`config.mk`:
```
export PLATFORM = sky130hd
export DESIGN_NAME = pwr_dom_seq
export DESIGN_NICKNAME = d
export VERILOG_FILES = /design/src/rtl/pds_pkg.sv /design/src/rtl/pds_step_ctrl.sv /design/src/rtl/pds_ctrl_regs.sv /design/src/rtl/pds_dom_status.sv /design/src/rtl/pwr_dom_seq.sv
export SDC_FILE = /design/constraint.sdc
export NUM_CORES = 1
export LEC_CHECK = 0
export ABC_AREA = 0
export BUFFER_PORTS_ARGS = -buffer_cell sky130_fd_sc_hd__buf_2
export CAP_MARGIN = 20
export CORE_MARGIN = 4
export CORE_UTILIZATION = 48
export CTS_CLUSTER_DIAMETER = 200
export DETAILED_ROUTE_END_ITERATION = 12
export PLACE_DENSITY = 0.77
export SLEW_MARGIN = 30
export SYNTH_ARGS = -nofsm -noshare
export SYNTH_HDL_FRONTEND = slang
export SYNTH_HIERARCHICAL = 1
export SYNTH_SLANG_ARGS = --single-unit
```
`constraint.sdc`:
```
create_clock -name clk -period 2.3 [get_ports clk]
set_clock_uncertainty 0.05 [all_clocks]
set_input_delay 0 -clock clk [delete_from_list [all_inputs] [get_ports clk]]
set_output_delay 0 -clock clk [all_outputs]
set_load 0.02 [all_outputs]
```
`src/rtl/pds_pkg.sv`:
```
package pds_pkg;
  typedef enum logic [1:0] {
    SEL_PWR  = 2'd0,
    SEL_ISO  = 2'd1,
    SEL_RST  = 2'd2,
    SEL_NONE = 2'd3
  } ctl_sel_e;

  // register written by step k of a sequence in the given direction
  function automatic ctl_sel_e step_target(input logic on, input logic [1:0] k);
    if (on) begin
      case (k)
        2'd0:    return SEL_PWR;
        2'd1:    return SEL_RST;
        default: return SEL_ISO;
      endcase
    end else begin
      case (k)
        2'd0:    return SEL_ISO;
        2'd1:    return SEL_RST;
        default: return SEL_PWR;
      endcase
    end
  endfunction

  // power bits are active-high "off"; reset and isolation are active-low
  function automatic logic step_sets(input logic on, input ctl_sel_e t);
    return on ^ (t == SEL_PWR);
  endfunction
endpackage

```
`src/rtl/pds_step_ctrl.sv`:
```
module pds_step_ctrl #(
  parameter int CW = 8,
  parameter int IW = 2
) (
  input  logic          clk,
  input  logic          rst_n,
  input  logic [CW-1:0] settle,
  input  logic          req_valid,
  input  logic [IW-1:0] req_dom,
  input  logic          req_on,
  input  logic          step_skip,
  output logic          req_ready,
  output logic          accept,
  output logic          busy,
  output logic          step_we,
  output logic [1:0]    step_k,
  output logic          dir_q,
  output logic [IW-1:0] dom_q,
  output logic          done
);
  typedef enum logic [1:0] {S_IDLE, S_STEP, S_WAIT} st_e;
  localparam logic [1:0] LAST_K = 2'd2;

  st_e           st;
  logic [CW-1:0] cnt;

  assign req_ready = (st == S_IDLE);
  assign busy      = (st != S_IDLE);
  assign accept    = req_ready && req_valid;
  assign step_we   = (st == S_STEP) && !step_skip;

  always_ff @(posedge clk or negedge rst_n) begin
    if (!rst_n) begin
      st     <= S_IDLE;
      step_k <= 2'd0;
      cnt    <= '0;
      dir_q  <= 1'b0;
      dom_q  <= '0;
      done   <= 1'b0;
    end else begin
      done <= 1'b0;
      case (st)
        S_IDLE: if (req_valid) begin
          st     <= S_STEP;
          step_k <= 2'd0;
          dom_q  <= req_dom;
          dir_q  <= req_on;
        end
        S_STEP: if (step_skip) begin
          if (step_k == LAST_K) begin
            st   <= S_IDLE;
            done <= 1'b1;
          end else begin
            step_k <= step_k + 2'd1;
          end
        end else begin
          cnt <= settle;
          st  <= S_WAIT;
        end
        S_WAIT: if (cnt == '0) begin
          if (step_k == LAST_K) begin
            st   <= S_IDLE;
            done <= 1'b1;
          end else begin
            step_k <= step_k + 2'd1;
            st     <= S_STEP;
          end
        end else begin
          cnt <= cnt - 1'b1;
        end
        default: st <= S_IDLE;
      endcase
    end
  end
endmodule

```
`src/rtl/pds_ctrl_regs.sv`:
```
module pds_ctrl_regs import pds_pkg::*; #(
  parameter int RW = 32,
  parameter logic [RW-1:0] PWR_INIT = '0,
  parameter logic [RW-1:0] ISO_INIT = '0,
  parameter logic [RW-1:0] RST_INIT = '0
) (
  input  logic          clk,
  input  logic          rst_n,
  input  logic          seq_we,
  input  ctl_sel_e      seq_target,
  input  logic [RW-1:0] seq_mask,
  input  logic          seq_set,
  input  logic          port_we,
  input  ctl_sel_e      port_sel,
  input  logic [RW-1:0] port_wdata,
  output logic [RW-1:0] pwr_q,
  output logic [RW-1:0] iso_q,
  output logic [RW-1:0] rst_q
);
  function automatic logic [RW-1:0] upd(input logic [RW-1:0] cur,
                                        input logic [RW-1:0] mask,
                                        input logic set);
    return set ? (cur | mask) : (cur & ~mask);
  endfunction

  always_ff @(posedge clk or negedge rst_n) begin
    if (!rst_n) begin
      pwr_q <= PWR_INIT;
      iso_q <= ISO_INIT;
      rst_q <= RST_INIT;
    end else if (seq_we) begin
      case (seq_target)
        SEL_PWR: pwr_q <= upd(pwr_q, seq_mask, seq_set);
        SEL_ISO: iso_q <= upd(iso_q, seq_mask, seq_set);
        SEL_RST: rst_q <= upd(rst_q, seq_mask, seq_set);
        default: ;
      endcase
    end else if (port_we) begin
      case (port_sel)
        SEL_PWR: pwr_q <= port_wdata;
        SEL_ISO: iso_q <= port_wdata;
        SEL_RST: rst_q <= port_wdata;
        default: ;
      endcase
    end
  end
endmodule

```
`src/rtl/pds_dom_status.sv`:
```
module pds_dom_status #(
  parameter int NDOM = 3,
  parameter int RW   = 32,
  parameter logic [NDOM*RW-1:0] PWR_MASKS = '0
) (
  input  logic [RW-1:0]   pwr,
  output logic [NDOM-1:0] dom_on
);
  for (genvar g = 0; g < NDOM; g++) begin : g_dom
    assign dom_on[g] = ~|(pwr & PWR_MASKS[g*RW +: RW]);
  end
endmodule

```
`src/rtl/pwr_dom_seq.sv`:
```
module pwr_dom_seq import pds_pkg::*; #(
  parameter int NDOM = 3,
  parameter int RW   = 32,
  parameter int CW   = 8,
  parameter logic [NDOM*RW-1:0] PWR_MASKS = {32'h0000_0001, 32'h0000_0004, 32'h0000_0008},
  parameter logic [NDOM*RW-1:0] ISO_MASKS = {32'h0000_0000, 32'h0000_0002, 32'h0000_0001},
  parameter logic [NDOM*RW-1:0] RST_MASKS = {32'h0000_0000, 32'h0004_0000, 32'h0001_0000},
  parameter logic [RW-1:0] PWR_INIT = 32'h0000_0004,
  parameter logic [RW-1:0] ISO_INIT = 32'h0000_0001,
  parameter logic [RW-1:0] RST_INIT = 32'h0001_0000,
  localparam int IW = (NDOM > 1) ? $clog2(NDOM) : 1
) (
  input  logic            clk,
  input  logic            rst_n,
  input  logic [CW-1:0]   settle_cycles,
  input  logic            req_valid,
  output logic            req_ready,
  input  logic [IW-1:0]   req_dom,
  input  logic            req_on,
  output logic            seq_done,
  input  logic            cfg_we,
  input  logic [1:0]      cfg_sel,
  input  logic [RW-1:0]   cfg_wdata,
  output logic [RW-1:0]   pwr_ctl,
  output logic [RW-1:0]   iso_ctl,
  output logic [RW-1:0]   rst_ctl,
  output logic [NDOM-1:0] dom_on,
  output logic            busy
);
  logic          accept, seq_we, dir_q, cur_skip, cur_set, cfg_taken;
  logic [1:0]    step_k;
  logic [IW-1:0] dom_q;
  logic [RW-1:0] sel_pm, sel_im, sel_rm, cur_mask;
  ctl_sel_e      target;

  pds_step_ctrl #(.CW(CW), .IW(IW)) u_ctrl (
    .clk(clk), .rst_n(rst_n), .settle(settle_cycles),
    .req_valid(req_valid), .req_dom(req_dom), .req_on(req_on),
    .step_skip(cur_skip), .req_ready(req_ready), .accept(accept),
    .busy(busy), .step_we(seq_we), .step_k(step_k), .dir_q(dir_q),
    .dom_q(dom_q), .done(seq_done)
  );

  // masks of the latched domain; an out-of-range index selects empty masks
  always_comb begin
    sel_pm = '0;
    sel_im = '0;
    sel_rm = '0;
    for (int i = 0; i < NDOM; i++) begin
      if (dom_q == IW'(i)) begin
        sel_pm = PWR_MASKS[i*RW +: RW];
        sel_im = ISO_MASKS[i*RW +: RW];
        sel_rm = RST_MASKS[i*RW +: RW];
      end
    end
  end

  assign target = step_target(dir_q, step_k);
  assign cur_set = step_sets(dir_q, target);

  always_comb begin
    case (target)
      SEL_PWR: cur_mask = sel_pm;
      SEL_ISO: cur_mask = sel_im;
      SEL_RST: cur_mask = sel_rm;
      default: cur_mask = '0;
    endcase
  end

  assign cur_skip  = (target != SEL_PWR) && (cur_mask == '0);
  assign cfg_taken = cfg_we && !busy && !accept;

  pds_ctrl_regs #(.RW(RW), .PWR_INIT(PWR_INIT), .ISO_INIT(ISO_INIT), .RST_INIT(RST_INIT)) u_regs (
    .clk(clk), .rst_n(rst_n),
    .seq_we(seq_we), .seq_target(target), .seq_mask(cur_mask), .seq_set(cur_set),
    .port_we(cfg_taken), .port_sel(ctl_sel_e'(cfg_sel)), .port_wdata(cfg_wdata),
    .pwr_q(pwr_ctl), .iso_q(iso_ctl), .rst_q(rst_ctl)
  );

  pds_dom_status #(.NDOM(NDOM), .RW(RW), .PWR_MASKS(PWR_MASKS)) u_stat (
    .pwr(pwr_ctl), .dom_on(dom_on)
  );
endmodule

```
[Word-level counts from Yosys, hierarchy flattened]
Index checks and enable logic that the tools add are counted.
Operators by class
  mux-type cells: 46
  bitwise operators: 8
  reductions and logical operators: 33
  equality and inequality tests: 19
  add/subtract/negate cells: 2
Operator list (number)
  2-to-1 mux 32 bit: 21
  bitwise AND 32 bit: 3
  bitwise OR 32 bit: 3
  one-hot mux 32 bit (3 select lines): 1
  zero test 32 bit: 1
  inverter 32 bit: 1
  2-to-1 mux 2 bit: 9
  2-to-1 mux 17 bit: 1
  2-to-1 mux 8 bit: 2
  one-hot mux 8 bit (2 select lines): 1
  AND reduction 3 bit: 5
  nonzero test 2 bit: 7
  one-hot mux 2 bit (3 select lines): 2
  equality test 2 x 1 -> 1 bit, second input constant: 5
  equality test 2 bit, second input constant: 5
  zero test 2 bit: 5
  inequality test 2 x 1 -> 1 bit, second input constant: 5
  zero test 8 bit: 1
  one-hot mux 2 bit (2 select lines): 2
  subtractor 8 x 1 -> 8 bit, second input constant: 1
  zero test 1 bit: 6
  inequality test 2 bit, second input constant: 3
  logical AND 1 bit: 5
  2-to-1 mux 1 bit: 5
  other kinds (8): 8
Word-level totals
  logic and storage cells: 117
  register bits: 112
  bits of input ports: 49
  output and inout bits: 102

[Longest topological paths before layout]
  depth after elaboration: 11
  mapped depth: 10
  gate-level depth less buffers: 8

[By module]
The synthesis kept the hierarchy.
Modules (own cells, without submodules)
  pds_ctrl_regs: area each 4530.6 um^2, instances 1, cells an instance 470, seq. area each 2406.1 um^2
  pds_step_ctrl: area each 1094.8 um^2, instances 1, cells an instance 115, seq. area each 400.4 um^2
  pwr_dom_seq: area each 135.1 um^2, instances 1, cells an instance 21, seq. area each 0.0 um^2
  pds_dom_status: area each 11.3 um^2, instances 1, cells an instance 3, seq. area each 0.0 um^2

[Worst setup path after synthesis]
OpenSTA, ideal clock, no wires.
  path kind: reg-to-reg
  start: register u_ctrl.step_k[1]
  end: register (tool-made name)
  library setup time: 0.134 ns
  stages on the path, launching flop included: 10
  data required time: 2.116 ns
  slack: -0.072 ns
  period minus slack after synthesis: 2.372 ns
  arrival time: 2.188 ns
  path buffers: 2
  cell sequence: dfrtp_1 or3b_4 and3_1 nand2b_1 inv_1 and4bb_2 buf_2 buf_2 a22oi_1 o21ai_0
RTL lines
  from (decl): RTL line pds_step_ctrl.sv:16  | output logic [1:0] step_k,
  from (signal assigned): RTL line pds_step_ctrl.sv:54  | step_k <= step_k + 2'd1;
  from (signal assigned): RTL line pds_step_ctrl.sv:65  | step_k <= step_k + 2'd1;

==> out/metrics.cfg <==
[worst_setup_path]
crit_slowest_cell=dfrtp_2
reg2reg_slack_ns=-0.03
cp_max_fo=34
crit_arrival_ns=2.48
worst-setup-path-type=reg2reg
slowest_delay_ns=0.43
end_kind=register
critPathRequiredTime_ns=2.46
reg2reg_from=u_ctrl/step_k[1]$_DFFE_PN0P_
critPathLaunch=u_ctrl/step_k[1]$_DFFE_PN0P_
path_cells=or3b_4, and3_4, nand2b_4, inv_6, and4bb_2, buf_12, a22oi_1, o21ai_0
worstSetupStartpointType=register
r2r_cells=8

[hold_path]
min_path_type=in2async

[cts]
cts_max_path_buffers=2
cts-buffers-inserted=9
cts-root-buf=clkbuf_16
clock_latency_ns=0.35
path_clk_slew_ns=0.07
cts_tree=yes
clock_sinks=112
htree_levels=3

[final_layout]
regArea_um2=2810
areaGrowthSynthToFinish_pct=39.8
final_cell_mix=166 x o21ai_0, 149 x buf_2, 108 x dfrtp_1, 100 x conb_1, 79 x a22oi_1
layout-drive-gt1-share=0.267
final_cell_area_um2=8070
fillers=905
antennaDiodeCount=0
multi_input_area_um2=3130
final_common_cell=o21ai_0
final_nets=962
stdcell_count=1054

[floorplan]
rows=39
pin_count=151
start_util=0.497
die_w_um=118
coreArea_um2=11600
die_h_um=118
dieArea_um2=13800

[power]
p_sw_frac=0.456
seqPwrFrac=0.331
irDropWorstVdd_uv=697
intPower_w=0.00578
p_sw_w=0.00485
p_leak_nw=3.67
power_w=0.0106
pwr-share-clk=0.163
p_per_area_nw_per_um2=1320
comb_power_share=0.506

[yosys]
synth_edf_count=0
synthCells=609
synth_seq_cells=112
syn_area_um2=5770
yosys_warnings=6
postSynthAreaPerCell_um2=9.48
ys_seq_area_frac=0.486
async_flop_share=1.00
yosys_most_used_dff=dfrtp_1
ys_types=55

[sta]
slew_violations=0
slew_headroom=0.670
hold_viol=0
rsz0062_at_grt=yes
setup_violations=1
hold_ws_ns=0.0864
fmax_ghz=0.430
min_period_ns=2.33
worst_pin_slew_ns=0.488
period_share=1.01
fin_ws_ns=-0.0257

[placement]
gp_congestion=0.874
dp_slack_ns=0.0183
dpl_cell_area_um2=7200
placedCellCount=992
dp_hpwl_um=12700
port_buffers=150

[routing]
drt_wl_total_um=19000
remaining_drc_errors=0
drt-wirelength-per-cell_um=18.0
drtIter0Drc=578
dr_total_vias=6041
drtAntennaViolNets=0
dr.pass1.iters=6
via_per_inst=5.73

[global_routing]
antenna_found_initial=0
grt_overflow=0
grtUsageTotal=0.262
grt_pass1_vias=5868
grt_max_degree=67
grt_first_pass_wirelength_um=30100

[run_status]
status=complete, but fails checks
violations=negative setup slack

[run]
maxCapViolCount=0

layer usage:
metal  track usage  part of all wire  up-vias
li1              -                 -     2794
met3        0.0418             0.075       31
met4         0.100             0.022        0
met2         0.433              0.49      319
met1         0.348              0.41     2897
met5             0                 0        -
worst max-delay path, delay by kind of cell (launching register included):
kind | cells | cell delay (ns)
AOI/OAI and AO/OA | 2 | 0.38
buffers and inverters | 2 | 0.26
DFF | 1 | 0.43
and+or+nand+nor | 4 | 1.06
Yosys cell counts (all sizes together), types with 2 or more instances:
cell type	count	area [um2]
a211oi	2	20.0
nand2	50	188
a2bb2oi	2	17.5
and4b	2	20.0
dfstp	3	78.8
ha	7	87.6
o31ai	2	15.0
o22a	2	17.5
nor3b	2	20.0
and3	2	12.5
a21oi	8	43.8
o221ai	8	70.1
nor4b	2	32.5
nand3	6	30.0
or4	2	18.8
buf	28	165
o21ai	193	966
nor4	2	42.5
nor3	7	35.0
clkbuf	17	66.3
or3	3	18.8
nand2b	9	56.3
mux2	5	56.3
nor2b	5	31.3
inv	12	45.0
a22oi	90	676
nor2	9	33.8
and4bb	2	25.0
mux2i	2	20.0
dfrtp	109	2730
final cells by class:
type | instances | area share
clock buffers | 10 | 0.0296
clock inverters | 6 | 0.0113
inverters | 12 | 0.00620
repair buffers | 233 | 0.194
flip-flops and latches | 112 | 0.348
multi-input cells | 538 | 0.388
well taps | 143 | 0.0222
worst max-delay path by stage:
stage / slack (ns) / cells past startpoint / to
5_1_grt: -0.05 / 8 / register
3_5_place_dp: 0.02 / 8 / register
6_report: -0.03 / 8 / register
3_3_place_gp: 0.08 / 8 / register
4_1_cts: 0.02 / 8 / register
2_1_floorplan: 0.03 / 9 / register
per-stage QoR:
step,util,setup TNS (ns)
after floorplan,-,0
after global placement,0.620,0
after detailed placement,0.620,0
after CTS,0.685,0
after global routing,0.695,-0.120
final,0.695,-0.0257
power groups by stage:
stage	Sequential, W	Combinational [W]	Clock, W
6_report	0.00352	0.00538	0.00173
5_1_grt	0.00362	0.00583	0.00184
4_1_cts	0.00350	0.00519	0.00176
3_5_place_dp	0.00353	0.00511	0
3_3_place_gp	0.00348	0.00496	0
2_1_floorplan	0.00436	0.00229	0
cells by family after synthesis:
| logic type | after synthesis | synth area share |
|---|---|---|
| AO/OA/AOI/OAI | 316 | 0.330 |
| flip-flops | 112 | 0.486 |
| AND/OR/NAND/NOR | 107 | 0.104 |
| buffers and inverters | 58 | 0.0494 |
| adder cells (fa/ha/maj) | 7 | 0.0152 |
| multiplexers | 7 | 0.0132 |
| other | 1 | 0.000650 |
| XOR/XNOR | 1 | 0.00152 |
repair_timing:
action                                 in CTS  in global routing
hold buffers                               42                  0
buffers inserted                            0                  2
pin swaps                                   0                  1
gates cloned                                0                  2
setup endpoints to repair                   1                 68
resized for setup                           1                 34
endpoints found under the hold margin     216                  0
No activity file was read; power rests on OpenSTA's default activity.
